--- src/rtl/smp_pack_pkg.sv ---
package smp_pack_pkg;
  typedef enum logic [1:0] {
    SPARE_FIX  = 2'd0,
    SPARE_PRN  = 2'd1,
    SPARE_CTL1 = 2'd2,
    SPARE_CTL2 = 2'd3
  } spare_mode_e;
endpackage

--- src/rtl/smp_tail_lfsr.sv ---
module smp_tail_lfsr #(
  parameter int          LW   = 3,
  parameter logic [LW-1:0] TAPS = 3'b110
) (
  input  logic          clk_i,
  input  logic          rst_ni,
  input  logic          load_i,
  input  logic [LW-1:0] seed_i,
  input  logic          adv_i,
  output logic [LW-1:0] state_o
);
  logic [LW-1:0] st_q;
  logic [LW-1:0] seed_fix;

  // all-zero state would lock the register
  assign seed_fix = (seed_i == '0) ? LW'(1) : seed_i;

  always_ff @(posedge clk_i or negedge rst_ni) begin
    if (!rst_ni)     st_q <= LW'(1);
    else if (load_i) st_q <= seed_fix;
    else if (adv_i)  st_q <= {st_q[LW-2:0], ^(st_q & TAPS)};
  end

  assign state_o = st_q;
endmodule

--- src/rtl/smp_word_former.sv ---
module smp_word_former
  import smp_pack_pkg::*;
#(
  parameter int SMP_W  = 14,
  parameter int WORD_W = 16,
  parameter int CFG_W  = 3
) (
  input  logic [SMP_W-1:0]  sample_i,
  input  logic [1:0]        ctrl_i,
  input  spare_mode_e       mode_i,
  input  logic [CFG_W-1:0]  tail_cfg_i,
  input  logic [CFG_W-1:0]  prn_i,
  output logic [WORD_W-1:0] word_o
);
  localparam int SPARE_W = WORD_W - SMP_W;

  logic [SPARE_W-1:0] spare;

  always_comb begin
    unique case (mode_i)
      SPARE_FIX:  spare = tail_cfg_i[SPARE_W-1:0];
      SPARE_PRN:  spare = prn_i[SPARE_W-1:0];
      SPARE_CTL1: spare = {ctrl_i[0], tail_cfg_i[0]};
      default:    spare = ctrl_i;
    endcase
  end

  assign word_o = {sample_i, spare};
endmodule

--- src/rtl/smp_oct_serializer.sv ---
module smp_oct_serializer #(
  parameter int WORD_W = 16,
  parameter int OCT_W  = 8
) (
  input  logic              clk_i,
  input  logic              rst_ni,
  input  logic              in_valid_i,
  output logic              in_ready_o,
  input  logic [WORD_W-1:0] word_i,
  output logic              oct_valid_o,
  input  logic              oct_ready_i,
  output logic [OCT_W-1:0]  oct_o,
  output logic              oct_first_o
);
  localparam int NUM_OCT = WORD_W / OCT_W;
  localparam int CW      = (NUM_OCT > 1) ? $clog2(NUM_OCT) : 1;

  logic [WORD_W-1:0] word_q;
  logic [CW-1:0]     idx_q;
  logic              vld_q;
  logic              last;
  logic              in_fire;
  logic              out_fire;
  logic [WORD_W-1:0] shifted;

  assign last       = (idx_q == CW'(NUM_OCT - 1));
  assign in_ready_o = !vld_q || (last && oct_ready_i);
  assign in_fire    = in_valid_i && in_ready_o;
  assign out_fire   = vld_q && oct_ready_i;

  always_ff @(posedge clk_i or negedge rst_ni) begin
    if (!rst_ni) begin
      word_q <= '0;
      idx_q  <= '0;
      vld_q  <= 1'b0;
    end else if (in_fire) begin
      word_q <= word_i;
      idx_q  <= '0;
      vld_q  <= 1'b1;
    end else if (out_fire) begin
      if (last) vld_q <= 1'b0;
      else      idx_q <= idx_q + CW'(1);
    end
  end

  // most significant octet leaves first
  assign shifted     = word_q >> (OCT_W * (NUM_OCT - 1 - int'(idx_q)));
  assign oct_o       = shifted[OCT_W-1:0];
  assign oct_valid_o = vld_q;
  assign oct_first_o = vld_q && (idx_q == '0);
endmodule

--- src/rtl/smp_pack_top.sv ---
module smp_pack_top
  import smp_pack_pkg::*;
#(
  parameter int SMP_W  = 14,
  parameter int WORD_W = 16,
  parameter int OCT_W  = 8,
  parameter int CFG_W  = 3
) (
  input  logic              clk_i,
  input  logic              rst_ni,
  input  logic              in_valid_i,
  output logic              in_ready_o,
  input  logic [SMP_W-1:0]  sample_i,
  input  logic [1:0]        ctrl_i,
  input  logic [1:0]        mode_i,
  input  logic [CFG_W-1:0]  tail_cfg_i,
  output logic              oct_valid_o,
  input  logic              oct_ready_i,
  output logic [OCT_W-1:0]  oct_o,
  output logic              oct_first_o
);
  spare_mode_e       mode;
  logic [CFG_W-1:0]  prn;
  logic [WORD_W-1:0] word;
  logic              in_fire;

  assign mode    = spare_mode_e'(mode_i);
  assign in_fire = in_valid_i && in_ready_o;

  smp_tail_lfsr #(.LW(CFG_W), .TAPS(CFG_W'(3'b110))) u_lfsr (
    .clk_i   (clk_i),
    .rst_ni  (rst_ni),
    .load_i  (mode != SPARE_PRN),
    .seed_i  (tail_cfg_i),
    .adv_i   (in_fire),
    .state_o (prn)
  );

  smp_word_former #(.SMP_W(SMP_W), .WORD_W(WORD_W), .CFG_W(CFG_W)) u_form (
    .sample_i   (sample_i),
    .ctrl_i     (ctrl_i),
    .mode_i     (mode),
    .tail_cfg_i (tail_cfg_i),
    .prn_i      (prn),
    .word_o     (word)
  );

  smp_oct_serializer #(.WORD_W(WORD_W), .OCT_W(OCT_W)) u_ser (
    .clk_i       (clk_i),
    .rst_ni      (rst_ni),
    .in_valid_i  (in_valid_i),
    .in_ready_o  (in_ready_o),
    .word_i      (word),
    .oct_valid_o (oct_valid_o),
    .oct_ready_i (oct_ready_i),
    .oct_o       (oct_o),
    .oct_first_o (oct_first_o)
  );
endmodule

--- config.mk ---
export PLATFORM = sky130hd
export DESIGN_NAME = smp_pack_top
export DESIGN_NICKNAME = d
export VERILOG_FILES = /design/src/rtl/smp_pack_pkg.sv /design/src/rtl/smp_tail_lfsr.sv /design/src/rtl/smp_word_former.sv /design/src/rtl/smp_oct_serializer.sv /design/src/rtl/smp_pack_top.sv
export SDC_FILE = /design/constraint.sdc
export NUM_CORES = 1
export LEC_CHECK = 0
export ABC_AREA = 0
export CAP_MARGIN = 20
export CORE_UTILIZATION = 35
export DETAILED_ROUTE_END_ITERATION = 10
export GPL_TIMING_DRIVEN = 0
export PLACE_DENSITY_LB_ADDON = 0.08
export SLEW_MARGIN = 30
export SYNTH_ARGS = -nofsm -noshare
export SYNTH_HDL_FRONTEND = slang
export SYNTH_SLANG_ARGS = --single-unit
--- constraint.sdc ---
create_clock -name clk_i -period 1.4 [get_ports clk_i]
set_clock_uncertainty 0.15 [all_clocks]
set_input_delay 0.21 -clock clk_i [delete_from_list [all_inputs] [get_ports clk_i]]
set_output_delay 0.21 -clock clk_i [all_outputs]
set_load 0.02 [all_outputs]
Word level (Yosys, flattened, before mapping) --
Index checks and enable logic that the tools add are counted.
Operators by class: $lt $le $gt $ge 0, add/subtract/negate cells 2, div/mod/pow operators 0, bitwise logic cells 1, reductions and logical operators 13, eq/ne operators 3, $mul 0, muxes and demuxes 10, shift-type cells 1
Operators by type and width (number):
- right shift 16 x 32 -> 8 bit | 1
- 2-to-1 mux 3 bit | 3
- 2-to-1 mux 1 bit | 6
- one-hot mux 2 bit (3 select lines) | 1
- nonzero test 2 bit | 3
- logical AND 1 bit | 4
- zero test 3 bit | 1
- parity 3 bit | 1
- equality test 2 x 1 -> 1 bit (second input constant) | 1
- equality test 2 bit (second input constant) | 1
- zero test 2 bit | 1
- inequality test 2 x 1 -> 1 bit (second input constant) | 1
- AND reduction 2 bit | 1
- subtractor 1 x 1 -> 2 bit (first input constant) | 1
- adder 1 bit (second input constant) | 1
- zero test 1 bit | 1
- logical OR 1 bit | 1
- NOT 1 bit | 1
Word-level totals: RAM bits 0, memory bits (read-only) 0, memories kept 0, output and inout port bits 11, logic and storage cells 34, latch bits 0, register bits 21

Longest topological paths before layout --
word-level depth 5, mapped depth 5, mapped depth without buffers 4

Hierarchy --
Synthesis repeated with hierarchy kept, for this count alone.
Second synthesis, totals: cells, all modules 87, area total of the unflattened synthesis 1149.9 sq um
Modules (own cells, without submodules):
- smp_oct_serializer | area each 844.6 sq um, cells each 53, instances 1
- smp_tail_lfsr | area each 146.4 sq um, cells each 14, instances 1
- smp_word_former | area each 146.4 sq um, cells each 18, instances 1
- smp_pack_top | area each 12.5 sq um, cells each 2, instances 1

Worst setup path after synthesis --
No wires, ideal clock.
path kind register to register, start reg u_ser.vld_q, in the netlist u_ser.oct_valid_o, end reg u_ser.word_q[0], path buffers 1, library setup time 125 ps, path slack -245 ps, arrival 1369 ps, cell stages (with the launch flop) 6, clock period less this slack 1645 ps, cell sequence dfrtp_1 > a21boi_4 > inv_4 > nand2_4 > buf_12 > mux2_4
Between the ends: longest elaborated chain between the ends 3
Ends and longest elaborated chain:
- from (decl) | line smp_oct_serializer.sv:20 | logic vld_q;
- from (signal assigned) | line smp_oct_serializer.sv:35 | vld_q <= 1'b0;
- from (signal assigned) | line smp_oct_serializer.sv:39 | vld_q <= 1'b1;
- from (signal assigned) | line smp_oct_serializer.sv:41 | if (last) vld_q <= 1'b0;
- zero test 1 bit | line smp_oct_serializer.sv:27 | assign in_ready_o = !vld_q || (last && oct_ready_i);
- logical OR 1 bit | line smp_oct_serializer.sv:27
- named net in_ready_o | line smp_pack_top.sv:12 | output logic in_ready_o,
- logical AND 1 bit | line smp_oct_serializer.sv:28 | assign in_fire = in_valid_i && in_ready_o;
- to (signal assigned) | line smp_oct_serializer.sv:37 | word_q <= word_i;
- to (decl) | line smp_oct_serializer.sv:18 | logic [WORD_W-1:0] word_q;
The timed path passes the listed nets, and every way through them passes these cells. A chain may end at the register's enable or synchronous reset.

Worst setup path in the final report --
start reg u_ser.idx_q, end out oct_o[2]
Between the ends: longest elaborated chain between the ends 2
Ends and longest elaborated chain:
- from (decl) | line smp_oct_serializer.sv:19 | logic [CW-1:0] idx_q;
- from (signal assigned) | line smp_oct_serializer.sv:42 | else idx_q <= idx_q + CW'(1);
- subtractor 1 x 1 -> 2 bit | line smp_oct_serializer.sv:47 | assign shifted = word_q >> (OCT_W * (NUM_OCT - 1 - int'(idx_q)));
- right shift 16 x 32 -> 8 bit | line smp_oct_serializer.sv:47
- to (decl) | line smp_pack_top.sv:19 | output logic [OCT_W-1:0] oct_o,
Every way passes these cells.

==> flow_summary_export.csv <==
group,metric,value,unit
status,status,"finished, violations left",
status,violated_checks,"DRC, setup timing",
die,boundaryPins,36,
routing,drt_iter0_drc,22,
yosys,syn_avg_cell_area,13.8,sq um
die,core,2830,sq um
clock_network,htree_levels,1,
sta,timing.max_slew.rel_slack,68.7,%
yosys,yosys.cell_types.count,22,
cells_and_area,final_layout_size_suffix_gt1_share,44.9,%
worst_setup_path,worstPathRequired,1.04,ns
global_routing,global_route.usage.total,14.7,%
clock_network,clock_root_buffer,"sky130_fd_sc_hd__clkbuf_4",
worst_setup_path,critical_path_class,"flop to output port",
global_routing,grt_pass1_vias,790,
pwr,power.ir.vdd_worst,0.000956,V
clock_network,clk_pin_slew_worst_paths,0.11,ns
global_routing,antenna_found_initial,0,
sta,slew_of_the_pin_with_the_lowest_slew_margin,0.469,ns
clock_network,cts.sinks,21,
yosys,syn-instance-count,77,
clock_network,tritoncts,"yes",
die,chipHeight,57.1,um
routing,dr_total_vias,794,
global_routing,grt_remaining_overflow,0,
worst_setup_path,critical_path.slowest_cell,"sky130_fd_sc_hd__dfrtp_1",
yosys,yosys_register_bits,21,
die,die-area,3260,sq um
routing,drtPass1Iterations,7,
routing,drt-total-wl,2250,um
sta,worst_hold_slack_after_final_layout,0.236,ns
sta,post-route-worst-setup-slack,-0.300,ns
pwr,power.static_leakage,0.000771,uW
placement,portBuffers,35,
clock_network,cts_buffers,3,
min_path,worstHoldPathType,"primary input to asynchronous set/reset pin",
yosys,netlist_area,1060,sq um
cells_and_area,n_antenna_cell,0,
global_routing,grt_max_degree,22,
sta,tcrit_tclk_final,121,%
sta,achievable-frequency,588,MHz
cells_and_area,layout.cells.most_common_list,"23 x sky130_fd_sc_hd__clkdlybuf4s50_1, 19 x sky130_fd_sc_hd__dfrtp_1, 18 x sky130_fd_sc_hd__mux2_4",
worst_setup_path,rr_worst_depth,7,
global_routing,global_route_wire_length_before_repair,3600,um
worst_setup_path,critical_path.cell_chain,"buf_6, mux2_4, buf_6",
routing,vias_per_cell,5.03,
placement,place_hpwl,1500,um
sta,slew_viol_final,0,
worst_setup_path,timing.critical_path.from_type,"flop",
sta,post-route-min-period,1.70,ns
sta,grt_setup_unrepaired,"true",
sta,setup_total_negative_slack,-6.62,ns
yosys,synth_nets,102,
cells_and_area,final_stage_net_count,153,
worst_setup_path,critPathMostFrequentCell,"sky130_fd_sc_hd__buf_6",
die,rows,19,
worst_setup_path,worst-path-max-fanout,8,
clock_network,cts_max_path_buffers,2,
flow_run,max_capacitance_violation_total,0,
cells_and_area,layout_commonest_cell,"sky130_fd_sc_hd__clkdlybuf4s50_1",
routing,wl_per_cell,14.2,um
clock_network,clkLatencyLatePin,0.30,ns
die,starting_density,37.6,%
cells_and_area,n_fill_cell,247,
die,horizontal_die_dimension,57.1,um
placement,gp_congestion,0.774,
worst_setup_path,worst_ep_arrival_time,1.34,ns
routing,remaining_drc_errors,6,
routing,drt.antenna.violating_nets,0,
pwr,pwr_density_cell,1950,nW/um^2
pwr,total_power,3240,uW
worst_setup_path,endpoint_kind,"output port",
sta,finalHoldViolCount,0,
sta,finalSetupViolations,28,
yosys,yosysSeqAreaShare,49.5,%
worst_setup_path,max_stage_delay,0.41,ns
cells_and_area,area_growth_syn_to_layout,56.4,%
yosys,synth-warning-count,0,
[critical path: cells and delay by family, from the launching register on]
family	cells	cell delay, ns
DFF	1	0.41
muxes	1	0.32
buffers and inverters	2	0.31
[power by group]
group / total, uW / switching (uW) / internal (uW)
clock: 281 / 170 / 111
combinational: 1930 / 736 / 1200
sequential: 1030 / 154 / 871
total: 3240 / 1060 / 2180
[worst paths after layout]
path,start,slack (ns),endpoint
worst max-delay path,u_ser.idx_q$_DFFE_PN0P_,-0.30,oct_o[2]
worst min-delay path,rst_ni,0.24,u_lfsr.state_o[2]$_DFFE_PN0P_
worst max register to register,u_ser.idx_q$_DFFE_PN0P_,-0.27,u_ser.word_q[2]$_DFFE_PN0P_
worst min register to register,u_ser.word_q[6]$_DFFE_PN0P_,0.37,u_ser.word_q[6]$_DFFE_PN0P_
max in group asynchronous,rst_ni,0.52,u_lfsr.state_o[0]$_DFFE_PN1P_
min in group clk_i,tail_cfg_i[2],0.35,u_lfsr.state_o[2]$_DFFE_PN0P_
[layout make-up]
cell class | count | area [sq um] | share of cell area (%)
multi-input combinational | 52 | 544 | 32.7
sequential | 21 | 528 | 31.8
timing repair buffer | 46 | 484 | 29.1
tap | 31 | 38.8 | 2.33
buffer | 2 | 31.3 | 1.88
clock buffer | 4 | 26.3 | 1.58
inverter | 2 | 10.0 | 0.602
[cells by family (layout without fill, tap and decap cells)]
kind of cell | count (synthesis) | after routing | share of synthesized area (%)
muxes | 26 | 26 | 32.4
DFF | 21 | 21 | 49.5
AOI/OAI and AO/OA | 14 | 14 | 8.35
and+or+nand+nor | 11 | 11 | 5.65
buffers and inverters | 4 | 54 | 3.29
xor gates and xnor gates | 1 | 1 | 0.824
[registers in the layout (all words and copies together), names as in the netlist]
register,cells
u_ser.word_q,16
u_lfsr.state_o,3
u_ser.idx_q,1
u_ser.oct_valid_o,1
[metrics by stage]
| stage | cells | utilization, % | setup WS [ns] | area [sq um] |
|---|---|---|---|---|
| after detailed placement | 143 | 51.4 | -0.562 | 1450 |
| after floorplan | 77 | - | -0.165 | 1060 |
| after global routing | 158 | 58.8 | -0.367 | 1660 |
| final | 158 | 58.8 | -0.300 | 1660 |
| after global placement | 143 | 51.4 | -0.552 | 1450 |
| after CTS | 157 | 58.3 | -0.303 | 1650 |
[routing by layer]
metal / global-route usage, % / part of all wire, %
met3: 4.76 / 6.0
met1: 19.4 / 45
met5: 0 / 0
met2: 23.2 / 47
met4: 4.18 / 1.1
[synthesized netlist by cell type, drive strengths merged]
cell type | n | area share (%)
nor2 | 4 | 1.4
nor2b | 2 | 1.2
inv | 2 | 0.94
xor2 | 1 | 0.82
mux2 | 24 | 29
buf | 2 | 2.4
dfrtp | 20 | 47
nand2b | 1 | 0.59
mux4 | 1 | 2.5
o21ai | 6 | 2.8
a31oi | 2 | 1.2
dfstp | 1 | 2.5
and2b | 1 | 0.71
a21boi | 1 | 1.8
o31ai | 1 | 0.71
mux2i | 1 | 0.94
a21oi | 4 | 1.9
nand2 | 3 | 1.8
[what timing repair did]
item / CTS / global route
cloned: 1 / 0
buffers inserted: 9 / 0
resized for setup: 77 / 2
pin swaps: 4 / 1
hold buffers: 0 / 1
endpoints found under the hold margin: 0 / 20
endpoints found under the setup margin: 27 / 29
Power figures use the tool's default switching activity.
